**config.mk**
```make
export PLATFORM = sky130hd
export DESIGN_NAME = addr_window_decoder
export DESIGN_NICKNAME = d
export VERILOG_FILES = /design/src/rtl/awd_pkg.sv /design/src/rtl/awd_window_match.sv /design/src/rtl/awd_multi_detect.sv /design/src/rtl/awd_offset_slice.sv /design/src/rtl/addr_window_decoder.sv
export SDC_FILE = /design/constraint.sdc
export NUM_CORES = 1
export LEC_CHECK = 0
export ABC_AREA = 1
export BUFFER_PORTS_ARGS = -buffer_cell sky130_fd_sc_hd__buf_2
export CAP_MARGIN = 10
export CORE_UTILIZATION = 32
export DETAILED_ROUTE_END_ITERATION = 6
export GPL_TIMING_DRIVEN = 0
export PLACE_DENSITY_LB_ADDON = 0.25
export RECOVER_POWER = 25
export SLEW_MARGIN = 20
export SYNTH_ARGS = -nofsm -noshare
export SYNTH_HDL_FRONTEND = slang
export SYNTH_SLANG_ARGS = --single-unit
export TNS_END_PERCENT = 1
```
**constraint.sdc**
```tcl
create_clock -name clk -period 1.95 [get_ports clk]
set_input_delay 0.4875 -clock clk [delete_from_list [all_inputs] [get_ports clk]]
set_output_delay 0.4875 -clock clk [all_outputs]
set_load 0.005 [all_outputs]
```
**src/rtl/awd_pkg.sv**
```systemverilog
package awd_pkg;

    // Registered error state of the decoder
    typedef struct packed {
        logic conflict;
        logic unmapped;
    } awd_err_t;

    localparam awd_err_t AWD_ERR_NONE = '{conflict: 1'b0, unmapped: 1'b0};

endpackage

```
**src/rtl/awd_window_match.sv**
```systemverilog
// Compares the window index of a request with one slot's fixed index.
module awd_window_match #(
    parameter int ADDR_W   = 16,
    parameter int WIN_BITS = 10,
    parameter int SLOT_IDX = 0,
    parameter bit WIRED    = 1'b1
) (
    input  logic                         req_valid,
    input  logic                         present,
    input  logic [ADDR_W-WIN_BITS-1:0]   upper,
    output logic                         hit
);
    localparam int UP_W = ADDR_W - WIN_BITS;
    localparam logic [UP_W-1:0] MY_UPPER = UP_W'(SLOT_IDX);

    always_comb begin
        hit = WIRED & req_valid & present & (upper == MY_UPPER);
    end
endmodule

```
**src/rtl/awd_multi_detect.sv**
```systemverilog
// Flags two or more set bits without building a full population count.
module awd_multi_detect #(
    parameter int N = 8
) (
    input  logic [N-1:0] vec,
    output logic         multi
);
    logic seen;

    always_comb begin
        seen  = 1'b0;
        multi = 1'b0;
        for (int i = 0; i < N; i++) begin
            multi = multi | (seen & vec[i]);
            seen  = seen | vec[i];
        end
    end
endmodule

```
**src/rtl/awd_offset_slice.sv**
```systemverilog
// Forwards the in-window offset only while a slot owns the request.
module awd_offset_slice #(
    parameter int WIN_BITS = 10
) (
    input  logic [WIN_BITS-1:0] low_addr,
    input  logic                any_hit,
    output logic [WIN_BITS-1:0] offset
);
    always_comb begin
        offset = any_hit ? low_addr : '0;
    end
endmodule

```
**src/rtl/addr_window_decoder.sv**
```systemverilog
// Equal-window address decoder with conflict and unmapped-address pulses.
module addr_window_decoder
    import awd_pkg::*;
#(
    parameter int ADDR_W    = 16,
    parameter int WIN_BITS  = 10,
    parameter int NUM_SLOTS = 8,
    parameter int POP_SLOTS = 6
) (
    input  logic                 clk,
    input  logic                 rst_n,
    input  logic                 req_valid,
    input  logic [ADDR_W-1:0]    req_addr,
    input  logic [NUM_SLOTS-1:0] slot_present,
    input  logic [NUM_SLOTS-1:0] resp_ack,
    output logic [NUM_SLOTS-1:0] slot_sel,
    output logic [WIN_BITS-1:0]  slot_offset,
    output logic                 err_conflict,
    output logic                 err_unmapped
);
    localparam int UP_W = ADDR_W - WIN_BITS;

    logic [UP_W-1:0]      addr_upper;
    logic [NUM_SLOTS-1:0] hit_vec;
    logic                 any_hit;
    logic                 multi_ack;
    awd_err_t             err_d;
    awd_err_t             err_q;

    assign addr_upper = req_addr[ADDR_W-1:WIN_BITS];

    // One comparator per window; windows at or above POP_SLOTS are holes
    for (genvar i = 0; i < NUM_SLOTS; i++) begin : g_slot
        awd_window_match #(
            .ADDR_W   (ADDR_W),
            .WIN_BITS (WIN_BITS),
            .SLOT_IDX (i),
            .WIRED    ((i < POP_SLOTS) ? 1'b1 : 1'b0)
        ) u_win (
            .req_valid (req_valid),
            .present   (slot_present[i]),
            .upper     (addr_upper),
            .hit       (hit_vec[i])
        );
    end

    assign any_hit  = |hit_vec;
    assign slot_sel = hit_vec;

    awd_offset_slice #(
        .WIN_BITS (WIN_BITS)
    ) u_off (
        .low_addr (req_addr[WIN_BITS-1:0]),
        .any_hit  (any_hit),
        .offset   (slot_offset)
    );

    awd_multi_detect #(
        .N (NUM_SLOTS)
    ) u_multi (
        .vec   (resp_ack),
        .multi (multi_ack)
    );

    // Next error state: each flag reflects only the current request
    always_comb begin
        err_d          = AWD_ERR_NONE;
        err_d.conflict = req_valid & multi_ack;
        err_d.unmapped = req_valid & ~any_hit;
    end

    always_ff @(posedge clk or negedge rst_n) begin
        if (!rst_n) begin
            err_q <= AWD_ERR_NONE;
        end else begin
            err_q <= err_d;
        end
    end

    assign err_conflict = err_q.conflict;
    assign err_unmapped = err_q.unmapped;
endmodule

```
## Yosys cells after proc, flatten, opt, wreduce, memory -nomap -nowiden

Cells that the tools add are included.

| storage, ports and cells | value |
|---|---|
| register bits | 2 |
| bits in latches | 0 |
| bits in writable memories | 0 |
| bits in read-only memories | 0 |
| bits of input ports | 35 |
| output and inout port bits | 20 |
| word-level logic and storage cells | 44 |
| memories | 0 |

| cells by class | value |
|---|---|
| $add $sub $neg | 0 |
| multiply operators | 0 |
| divide/modulo/power cells | 0 |
| magnitude comparators | 0 |
| eq/ne operators | 5 |
| shifts and indexed selects | 0 |
| mux-type cells | 1 |
| bitwise gates (word level) | 34 |
| reductions and logical operators | 2 |

Operators with widths:

| cell | number |
|---|---|
| $and A1 B1 Y1 | 21 |
| $eq A6 B2 Y1 const B | 2 |
| $eq A6 B3 Y1 const B | 2 |
| $or A1 B1 Y1 | 12 |
| $mux W10 | 1 |
| $eq A6 B1 Y1 const B | 1 |
| $logic_not A6 Y1 | 1 |
| $reduce_or A6 Y1 | 1 |
| $not A1 Y1 | 1 |

## Logic depth before layout (Yosys ltp)

Gate-level depths: netlist (run 1).

| depth | value |
|---|---|
| word-level depth | 9 |
| gate-level depth with buffers | 9 |
| depth with buffers taken out | 8 |

## By module

A second synthesis (run 1) with hierarchy kept.

| second synthesis, totals | value |
|---|---|
| cell total of the unflattened synthesis | 116 |
| area, all modules | 525.5 µm² |

By module, submodules not included:

| module | times used | cells an instance | area an instance (µm²) | seq. area each (µm²) |
|---|---|---|---|---|
| addr_window_decoder | 1 | 13 | 100.1 | 50.0 |
| awd_multi_detect | 1 | 24 | 98.8 | 0.0 |
| awd_offset_slice | 1 | 21 | 86.3 | 0.0 |
| awd_window_match (g_slot[1].u_win ...) | 2 | 9 | 36.3 | 0.0 |
| awd_window_match (g_slot[5].u_win) | 1 | 10 | 40.0 | 0.0 |
| awd_window_match (g_slot[4].u_win) | 1 | 9 | 38.8 | 0.0 |
| awd_window_match (g_slot[3].u_win) | 1 | 9 | 33.8 | 0.0 |
| awd_window_match (g_slot[0].u_win) | 1 | 8 | 32.5 | 0.0 |
| awd_window_match (g_slot[6].u_win ...) | 2 | 2 | 11.3 | 0.0 |

## Worst setup path before layout (run 1)

No wires, ideal clock.

| timing path | value |
|---|---|
| kind | input -> output |
| start | in req_addr[15] |
| end | out slot_offset[0] |
| arrival | 1.214 ns |
| data required time | 1.462 ns |
| slack | 0.249 ns |
| stages on the path | 8 |
| buffers on the path | 1 |
| cells stage by stage | nor2_2 -> nand2_1 -> nor2_1 -> o21ai_1 -> nand3_2 -> buf_6 -> nand2_1 -> inv_1 |

| on the way | value |
|---|---|
| cells in the longest elaborated chain, start to end | 4 |
| elaborated cells between the ends (all ways) | 14 |
| classes of those cells | eq/ne: 5; mux: 1; bitwise: 6; reduce/logical: 2 |

Ends and longest elaborated chain:

| what | RTL line | text |
|---|---|---|
| from (decl) | addr_window_decoder.sv:13 | `input logic [ADDR_W-1:0] req_addr,` |
| $eq A6 B1 Y1 (tied with other cells) | awd_window_match.sv:17 | `hit = WIRED & req_valid & present & (upper == MY_UPPER);` |
| $and A1 B1 Y1 | awd_window_match.sv:17 |  |
| $reduce_or A6 Y1 (*) | addr_window_decoder.sv:47 | `assign any_hit = \|hit_vec;` |
| $mux W10 (*) | awd_offset_slice.sv:10 | `offset = any_hit ? low_addr : '0;` |
| to (decl) | addr_window_decoder.sv:17 | `output logic [WIN_BITS-1:0] slot_offset,` |

Every way passes the cells marked *; elsewhere a longest branch is shown, timed or not.

## Final worst setup path (run 1)

| timing path | value |
|---|---|
| start | in req_addr[13] |
| end | out slot_offset[6] |

Same word-level chain as after synthesis.

==> results of run 1 <==
power breakdown:
| group | internal, W | switching [W] | total (W) |
|---|---|---|---|
| Combinational | 0.0000500 | 0.0000463 | 0.0000963 |
| Sequential | 0.0000442 | 0.000000454 | 0.0000446 |
| Clock | 0.0000675 | 0.0000194 | 0.0000869 |
| Total | 0.000162 | 0.0000662 | 0.000228 |
area by class of cell:
cell class                 count  area, µm²
multi-input combinational     57      326.6
inverter                      22      82.58
tap                           15      18.77
fill                         140      419.2
timing repair buffer          53      326.6
sequential                     2      50.05
buffer                         9      71.32
clock buffer                   3      22.52
cells by family after synthesis:
logic type,Yosys count,share of synthesized area [%]
other,1,0.8122
buffers and inverters,31,33.33
flip-flops,2,10.84
AND/OR/NAND/NOR,51,50.14
AO/OA/AOI/OAI,4,4.876
metrics by stage:
step,hold WS [ns],std cells
floorplan,0.1919,90
global placement,0.2716,155
detailed placement,0.2752,155
CTS,0.04458,158
global route,0.04278,161
finish,0.05313,161
worst max-delay path, delay by kind of cell:
family                 cells  cell delay [ns]
and+or+nand+nor            5             0.47
buffers and inverters      4             0.41
AOI/OAI and AO/OA          1             0.08
synth_stat cells:
master,n,area share [%]
nand2_1,25,20
nand4_1,2,2.7
inv_1,22,18
o21ai_0,1,1.1
a21oi_1,1,1.1
nand3_1,1,1.1
buf_4,8,13
o21ai_1,1,1.1
nand3b_1,1,1.6
nor2_2,6,8.1
dfrtp_1,2,11
nand2_2,3,4.1
nor2_1,11,8.9
nor3_1,1,1.1
buf_6,1,2.4
o21bai_1,1,1.6
nand3_2,1,2.2
conb_1,1,0.81
flip-flops by register name (all words and copies together) (netlist names):
| name | flops |
|---|---|
| err_conflict | 1 |
| err_unmapped | 1 |
metal layers:
layer  routed length, µm  global-route usage (%)  vias to the layer above
met1                 454                   14.14                      288
met4                   0                   5.172                        0
met2                 831                   28.63                       21
met3                  75                   3.889                        0
met5                   0                       0                        -
li1                    -                       -                      364
cell usage in the layout, fill, tap and decap left out:
cell type / count
inv_2: 6
nor2_4: 5
o21ai_1: 1
clkbuf_1: 1
nand3_2: 1
a21oi_1: 1
inv_1: 16
nand2_1: 20
dfrtp_1: 2
buf_6: 9
nor2_1: 6
buf_4: 12
nand3b_1: 1
nand4_1: 2
buf_2: 39
nand3_1: 1
o21ai_0: 1
nand2_4: 3
nor3_1: 1
o21bai_1: 1
nand2_2: 5
conb_1: 2
clkbuf_4: 4
nor2_2: 6
final timing paths:
check | start | end | slack [ns] | cells after the start
max | req_addr[13] | slot_offset[6] | -0.007 | 10
min | rst_n | err_conflict$_DFF_PN0_ | 0.05 | 1
max in group asynchronous | rst_n | err_unmapped$_DFF_PN0_ | 1.77 | 1
min in group clk | req_valid | err_unmapped$_DFF_PN0_ | 0.55 | 3
repair_timing:
item,in CTS,in global routing
endpoints found under the hold margin,0,0
hold buffers,0,0
buffers inserted,0,2
resized for setup,4,32
pin swaps,0,12
gates cloned,0,1
setup endpoints to repair,9,9
==> run_results.csv, run 1 <==
group,metric,value,unit
yosys,synth_cells,89,
die,die_x,39.99,µm
worst_setup_path,critPathKind,"in2out",
timing,finalCritPeriodShare,100.3,%
placed_design,gp_congestion,0.6841,
run,cap_viol_max_count,0,
yosys,ys_ff_latch,2,
final_layout,n_antenna_cell,0,
timing,tns,-0.01111,ns
timing,finalWorstSetupSlack,-0.006795,ns
worst_setup_path,worstSetupEndpointType,"output pin",
worst_setup_path,worstPathCellList,"buf_2, nor2_4, nand2_2, nor2_2, o21ai_1, nand3_2, buf_6, nand2_2, inv_2, buf_6",
die,die_area,0.001599,mm²
yosys,yosysSeqAreaShare,10.84,%
cts,clkSlewWorstSetupHoldPaths,0.03,ns
timing,rsz0062_at_grt,"true",
timing,max_freq,511.0,MHz
timing,drv_slew,0,
worst_setup_path,arrival,1.47,ns
global_routing,grt_max_degree,11,
drt,vias_per_cell,4.180,
cts,cts-root-buf,"clkbuf_4",
hold_path,hold_path_class,"in2async",
worst_setup_path,cp-start-kind,"primary input",
final_layout,design_area,898.4,µm²
placed_design,place_ws,-0.07706,ns
global_routing,track_usage,14.56,%
outcome,violations,"setup timing",
cts,cts.sinks,2,
final_layout,utilization,68.19,%
yosys,yosysUniqueCellTypes,18,
worst_setup_path,max_stage_delay,0.15,ns
power,leakage,0.6149,nW
placed_design,placed_cell_area,734.5,µm²
cts,cts_inserted_buffers,3,
outcome,status,"complete, but fails checks",
drt,wl_per_cell,8.453,µm
placed_design,portBuffers,50,
worst_setup_path,cp_max_fo,5,
die,row_count,13,
drt,routed-via-count,673,
drt,postRouteAntennaNets,0,
final_layout,syn2layout_area_growth,94.58,%
timing,hold_violations,0,
die,num_io_pins,55,
worst_setup_path,cp_slowest_cell,"buf_6",
die,die_h,39.99,µm
drt,drc_errors,0,
die,core,0.001318,mm²
drt,drt-total-wl,1361,µm
global_routing,grt_pass1_wl,1621,µm
global_routing,grt_overflow,0,
timing,setup_viol,3,
global_routing,antenna_found_initial,0,
power,power,0.0002279,W
power,cellPowerDensity,253.6,mW/mm²
cts,cts_buffer_depth,2,
placed_design,place_hpwl,1076,µm
yosys,synth_area,461.7,µm²
cts,htreeDepth,1,
drt,drt_iter0_drc,0,
drt,firstDrtPassIters,1,
global_routing,grt_pass1_vias,489,
timing,fin_crit,1.957,ns
die,start_util,35.04,%
final_layout,nets,183,
worst_setup_path,required,1.46,ns
final_layout,drive_above_1_share,61.64,%
yosys,syn_avg_cell_area,5.188,µm²
yosys,ys_warn_count,0,
cts,cts_tree,"done",
power,ir_worst_vdd,89.25,µV
Power figures use the tool's default switching activity.
==> run 2: changes to the inputs <==
Settings changed: ABC_CLOCK_PERIOD_IN_PS set to 2200.
Clock period 1.95 ns to 2.2 ns, I/O delays scaled along.
==> run 2 against run 1 <==
Net effect:
- the run now ends clean
- flip-flop and latch count unchanged
- setup slack better by 0.15 ns
- critical path depth unchanged
- critical path type unchanged
==> run_results.csv, run 2 (synthesis gave the netlist of run 1 again) <==
group,metric,value,unit
outcome,status,"completed",
timing,whs,0.1118,ns
global_routing,grt_max_degree,11,
die,die_x,39.99,µm
drt,firstDrtPassIters,2,
die,core,0.001318,mm²
die,die_area,0.001599,mm²
placed_design,portBuffers,50,
cts,htreeDepth,1,
die,start_util,35.04,%
worst_setup_path,cp-startpoint,"req_addr[15]",
cts,cts_tree,"done",
worst_setup_path,required,1.65,ns
global_routing,track_usage,14.56,%
power,ir_worst_vdd,80.57,µV
final_layout,n_antenna_cell,0,
final_layout,nets,180,
placed_design,place_hpwl,1076,µm
run,cap_viol_max_count,0,
timing,setup_viol,0,
power,leakage,0.5674,nW
timing,max_freq,485.4,MHz
cts,cts_buffer_depth,2,
die,num_io_pins,55,
die,die_h,39.99,µm
timing,fin_crit,2.060,ns
drt,drc_errors,0,
die,row_count,13,
timing,drv_slew,0,
cts,clkSlewWorstSetupHoldPaths,0.03,ns
worst_setup_path,worstSetupEndpointType,"output pin",
placed_design,place_ws,0.04794,ns
global_routing,grt_pass1_wl,1621,µm
placed_design,gp_congestion,0.6841,
drt,postRouteAntennaNets,0,
drt,drt_iter0_drc,2,
worst_setup_path,cp-endpoint,"slot_offset[6]",
global_routing,antenna_found_initial,0,
worst_setup_path,cp-start-kind,"primary input",
drt,wl_per_cell,7.468,µm
hold_path,hold_path_class,"in2async",
worst_setup_path,arrival,1.51,ns
drt,drt-total-wl,1180,µm
final_layout,final_cell_mix,"48 x buf_2, 25 x nand2_1, 22 x inv_1",
final_layout,final_common_cell,"buf_2",
timing,finalWorstSetupSlack,0.1399,ns
timing,rsz0062_at_grt,"false",
cts,cts-root-buf,"clkbuf_4",
timing,finalCritPeriodShare,93.64,%
global_routing,grt_pass1_vias,489,
global_routing,grt_overflow,0,
final_layout,drive_above_1_share,51.05,%
drt,vias_per_cell,4.095,
power,cellPowerDensity,245.4,mW/mm²
worst_setup_path,cp_max_fo,10,
final_layout,syn2layout_area_growth,66.12,%
timing,tns,0,ns
cts,cts_inserted_buffers,3,
timing,hold_violations,0,
cts,cts.sinks,2,
final_layout,nFillCells,154,
worst_setup_path,critPathKind,"in2out",
drt,routed-via-count,647,
-- run 2: changes by cell type in the layout (fill, tap and decap cells not counted), moves of 2 or more --
cell and change:
buf_2 +9, nor2_2 +2, nor2_1 +2, buf_4 -4, nor2_4 -4, inv_2 -6
nand2_2 -2, inv_1 +6, nand2_4 -3, buf_6 -8, nand2_1 +5
-- run 2: worst min-delay path by stage --
| stage | endpoint | slack (ns) |
|---|---|---|
| finish | err_unmapped$_DFF_PN0_ | 0.11 |
| global route | err_unmapped$_DFF_PN0_ | 0.11 |
| CTS | err_unmapped$_DFF_PN0_ | 0.11 |
| detailed placement | err_conflict$_DFF_PN0_ | 0.34 |
| global placement | err_conflict$_DFF_PN0_ | 0.33 |
| floorplan | err_conflict$_DFF_PN0_ | 0.25 |
-- run 2: cell type report --
type | instances | area, µm² | share of cell area [%]
Multi-Input combinational cell | 57 | 274.0 | 35.73
Timing Repair Buffer | 50 | 247.7 | 32.30
Inverter | 22 | 82.58 | 10.77
Sequential cell | 2 | 50.05 | 6.525
Tap cell | 15 | 18.77 | 2.447
Clock buffer | 3 | 22.52 | 2.936
Buffer | 9 | 71.32 | 9.299
-- run 2: timing repair --
item / in CTS / in global routing
resized for setup: 0 / 4
hold buffers: 0 / 0
hold endpoints to repair: 0 / 0
setup endpoints to repair: 0 / 9
buffers inserted: 0 / 0
-- run 2: routing by layer --
layer	vias up	part of all wire, %	wire length [µm]	global-route usage [%]
met5	-	0	0	0
met1	269	37	436	14.14
li1	355	-	-	-
met3	0	5.9	70	3.889
met2	23	57	672	28.63
met4	0	0	0	5.172
-- run 2: stage by stage --
stage	utilization, %	cell area, µm²	total power [W]	std cells
6_report	58.21	767.0	0.0001882	158
5_1_grt	58.21	767.0	0.0002096	158
3_3_place_gp	55.75	734.5	0.0001068	155
3_5_place_dp	55.75	734.5	0.0001097	155
2_1_floorplan	-	465.4	0.00006902	90
4_1_cts	57.45	757.0	0.0001900	158
-- run 2: report_power, final --
part | switching, W | internal [W] | total (W) | leakage, nW
combinational | 0.0000346 | 0.0000364 | 0.0000710 | 0.530
sequential | 0.000000417 | 0.0000392 | 0.0000396 | 0.0234
clock | 0.0000178 | 0.0000599 | 0.0000777 | 0.0138
-- run 2: critical path: stages --
cell	delay, ns
buf_2	0.11
nor2_4	0.12
nand2_1	0.10
nor2_2	0.10
o21ai_1	0.09
nand3_2	0.09
buf_6	0.14
nand2_1	0.05
inv_1	0.05
buf_2	0.10
==> run 3: changes to the inputs <==
Settings changed: BUFFER_PORTS_ARGS -buffer_cell sky130_fd_sc_hd__buf_2 to -buffer_cell sky130_fd_sc_hd__buf_4, CORE_UTILIZATION 32 to 34, SYNTH_HIERARCHICAL set to 1.
==> run 3 against run 2 <==
Net effect:
- critical path type unchanged
- wire length grew 45%
- sequential share of layout area down 1.7 points
- critical endpoint is now slot_offset[7]
- flip-flop and latch count unchanged
- die area up 6.8%
- critical path depth unchanged
- cell area increased by 35%
- worst hold slack got worse by 0.0049 ns
- first-iteration DRC count grew to 6.0 times the previous value
- non-clock buffer count is 4 lower
- synthesized area up 14%
==> run_results.csv, run 3 <==
group,metric,value,unit
yosys,synthFlopType,"dfrtp_1",
worst_setup_path,critPathKind,"in2out",
yosys,synth_cells,116,
yosys,synth_top_cell_by_area,"nand2_1",
power,power_switching,0.00008689,W
global_routing,met3_usage,2.128,%
drt,routed-via-count,804,
global_routing,grt_pass1_wl,2028,µm
yosys,synth_area,525.5,µm²
worst_setup_path,max_stage_delay,0.17,ns
worst_setup_path,cp-start-kind,"primary input",
placed_design,gp_congestion,0.7109,
power,cellPowerDensity,258.8,mW/mm²
yosys,yosysTopAreaCellShare,30.71,%
yosys,yosysUniqueCellTypes,11,
yosys,synth_edf_count,0,
die,die_area,0.001707,mm²
global_routing,grt_overflow,0,
cts,cts_inserted_buffers,3,
timing,finalCritPeriodShare,96.80,%
cts,cts_tree,"done",
hold_path,hold_path_class,"in2async",
yosys,yosysSeqAreaShare,9.524,%
yosys,syn_nets,151,
die,core,0.001366,mm²
power,power,0.0002685,W
cts,ctsHoldBuffers,0,
power,comb_power_share,55.4,%
final_layout,nFillCells,117,
power,leakage,0.6671,nW
drt,postRouteAntennaNets,0,
worst_setup_path,worstPathCellList,"buf_4, nor2_2, nand2_2, nor2_4, nor2_4, nand4_1, buf_2, nand2_1, inv_1, buf_4",
worst_setup_path,required,1.65,ns
drt,drt-total-wl,1713,µm
worst_setup_path,cp_max_fo,6,
cts,htreeDepth,1,
yosys,async_flop_share,100.0,%
timing,drv_slew,0,
timing,max_freq,469.6,MHz
placed_design,place_hpwl,1240,µm
power,p_seq_share,14.6,%
power,p_clk_share,29.9,%
final_layout,drive_above_1_share,53.22,%
final_layout,nets,208,
drt,drt_iter0_drc,12,
yosys,ys_ff_latch,2,
timing,hold_violations,0,
worst_setup_path,cp_slowest_cell,"buf_2",
final_layout,stdcell_count,186,
global_routing,grt_max_degree,11,
yosys,ys_top_cells_by_count,"43 x nand2_1, 29 x inv_1, 27 x nor2_1",
yosys,synth_most_common_cell,"nand2_1",
final_layout,syn2layout_area_growth,97.38,%
global_routing,antenna_found_initial,0,
die,row_count,13,
die,start_util,38.46,%
die,die_h,41.32,µm
worst_setup_path,cp-startpoint,"req_addr[13]",
global_routing,use_met2,33.98,%
drt,vias_per_cell,4.323,
cts,cts-root-buf,"clkbuf_4",
final_layout,n_antenna_cell,0,
global_routing,grt_pass1_vias,553,
run,cap_viol_max_count,0,
placed_design,portBuffers,50,
yosys,synthTopCellsByArea,"nand2_1 31%, inv_1 21%, nor2_1 19%",
final_layout,multi_input_area,407.9,µm²
cts,clkSlewWorstSetupHoldPaths,0.03,ns
global_routing,track_usage,18.41,%
timing,tns,0,ns
placed_design,placed_cells,181,
worst_setup_path,critPathTopFamily,"simple AND/OR/NAND/NOR gates",
drt,wl_per_cell,9.210,µm
power,switching_share,32.36,%
global_routing,met1_usage,19.37,%
drt,firstDrtPassIters,4,
power,ir_worst_vdd,136.4,µV
timing,setup_viol,0,
die,die_x,41.32,µm
worst_setup_path,arrival,1.58,ns
yosys,syn_avg_cell_area,4.530,µm²
timing,fin_crit,2.130,ns
power,internal_power,0.0001816,W
cts,cts_buffer_depth,2,
drt,drc_errors,0,
global_routing,busiest_layer,"met2",
yosys,ys_warn_count,6,
cts,cts.sinks,2,
final_layout,final_common_cell,"buf_4",
worst_setup_path,worstSetupEndpointType,"output pin",
final_layout,regArea,50.05,µm²
worst_setup_path,cp_num_buf_inv,4,
die,num_io_pins,55,
timing,whs,0.1070,ns
outcome,status,"completed",
final_layout,final_cell_mix,"48 x buf_4, 34 x nand2_1, 26 x inv_1",
[run 3: changes by cell type after synthesis, moves of 3 or more]
cell	before	now
nand2_2	3	0
buf_4	8	2
nor2_1	11	27
inv_1	22	29
nand2_1	25	43
[run 3: how the worst max path moves through the flow]
stage                          end  slack (ns)  cells after the start
detailed placement  slot_offset[5]        0.08                     11
finish              slot_offset[7]        0.07                     10
global route        slot_offset[7]       -0.03                     10
CTS                 slot_offset[5]        0.07                     11
global placement    slot_offset[4]        0.10                     11
floorplan           slot_offset[0]        0.42                      8
[run 3: cells by family (layout without fill, tap and decap cells)]
logic type / after synthesis / after routing / share of synthesized area [%]
and+or+nand+nor: 80 / 80 / 63.33
buffers and inverters: 32 / 87 / 25.71
other: 2 / 2 / 1.429
DFF: 2 / 2 / 9.524
[run 3: layer usage]
metal | vias up | part of all wire (%)
li1 | 429 | -
met1 | 333 | 34
met4 | 0 | 1.2
met3 | 4 | 10
met5 | - | 0
met2 | 38 | 54
[run 3: timing repair]
action,CTS,global route
gates resized for setup,0,35
setup buffers,0,1
setup endpoints to repair,0,10
hold endpoints to repair,0,0
[run 3: power groups by stage]
stage / registers, W / clock network, W / logic (W)
detailed placement: 0.0000396 / 0 / 0.000134
finish: 0.0000392 / 0.0000804 / 0.000149
CTS: 0.0000392 / 0.0000854 / 0.000134
global route: 0.0000394 / 0.0000902 / 0.000167
global placement: 0.0000396 / 0 / 0.000130
floorplan: 0.0000399 / 0 / 0.0000525
[run 3: final cells by class]
type / instances / share of cell area (%)
Timing Repair Buffer: 52 / 38.84
Multi-Input combinational cell: 82 / 39.32
Sequential cell: 2 / 4.825
Inverter: 29 / 10.49
Buffer: 3 / 2.533
Tap cell: 15 / 1.809
Clock buffer: 3 / 2.171
[run 3: through the flow]
stage / util [%] / worst slack [ns] / cell area, µm²
finish: 75.92 / 0.07047 / 1037
global placement: 67.31 / 0.1035 / 919.6
CTS: 68.96 / 0.07431 / 942.2
detailed placement: 67.31 / 0.07824 / 919.6
floorplan: - / 0.4182 / 525.5
global route: 75.92 / -0.03107 / 1037
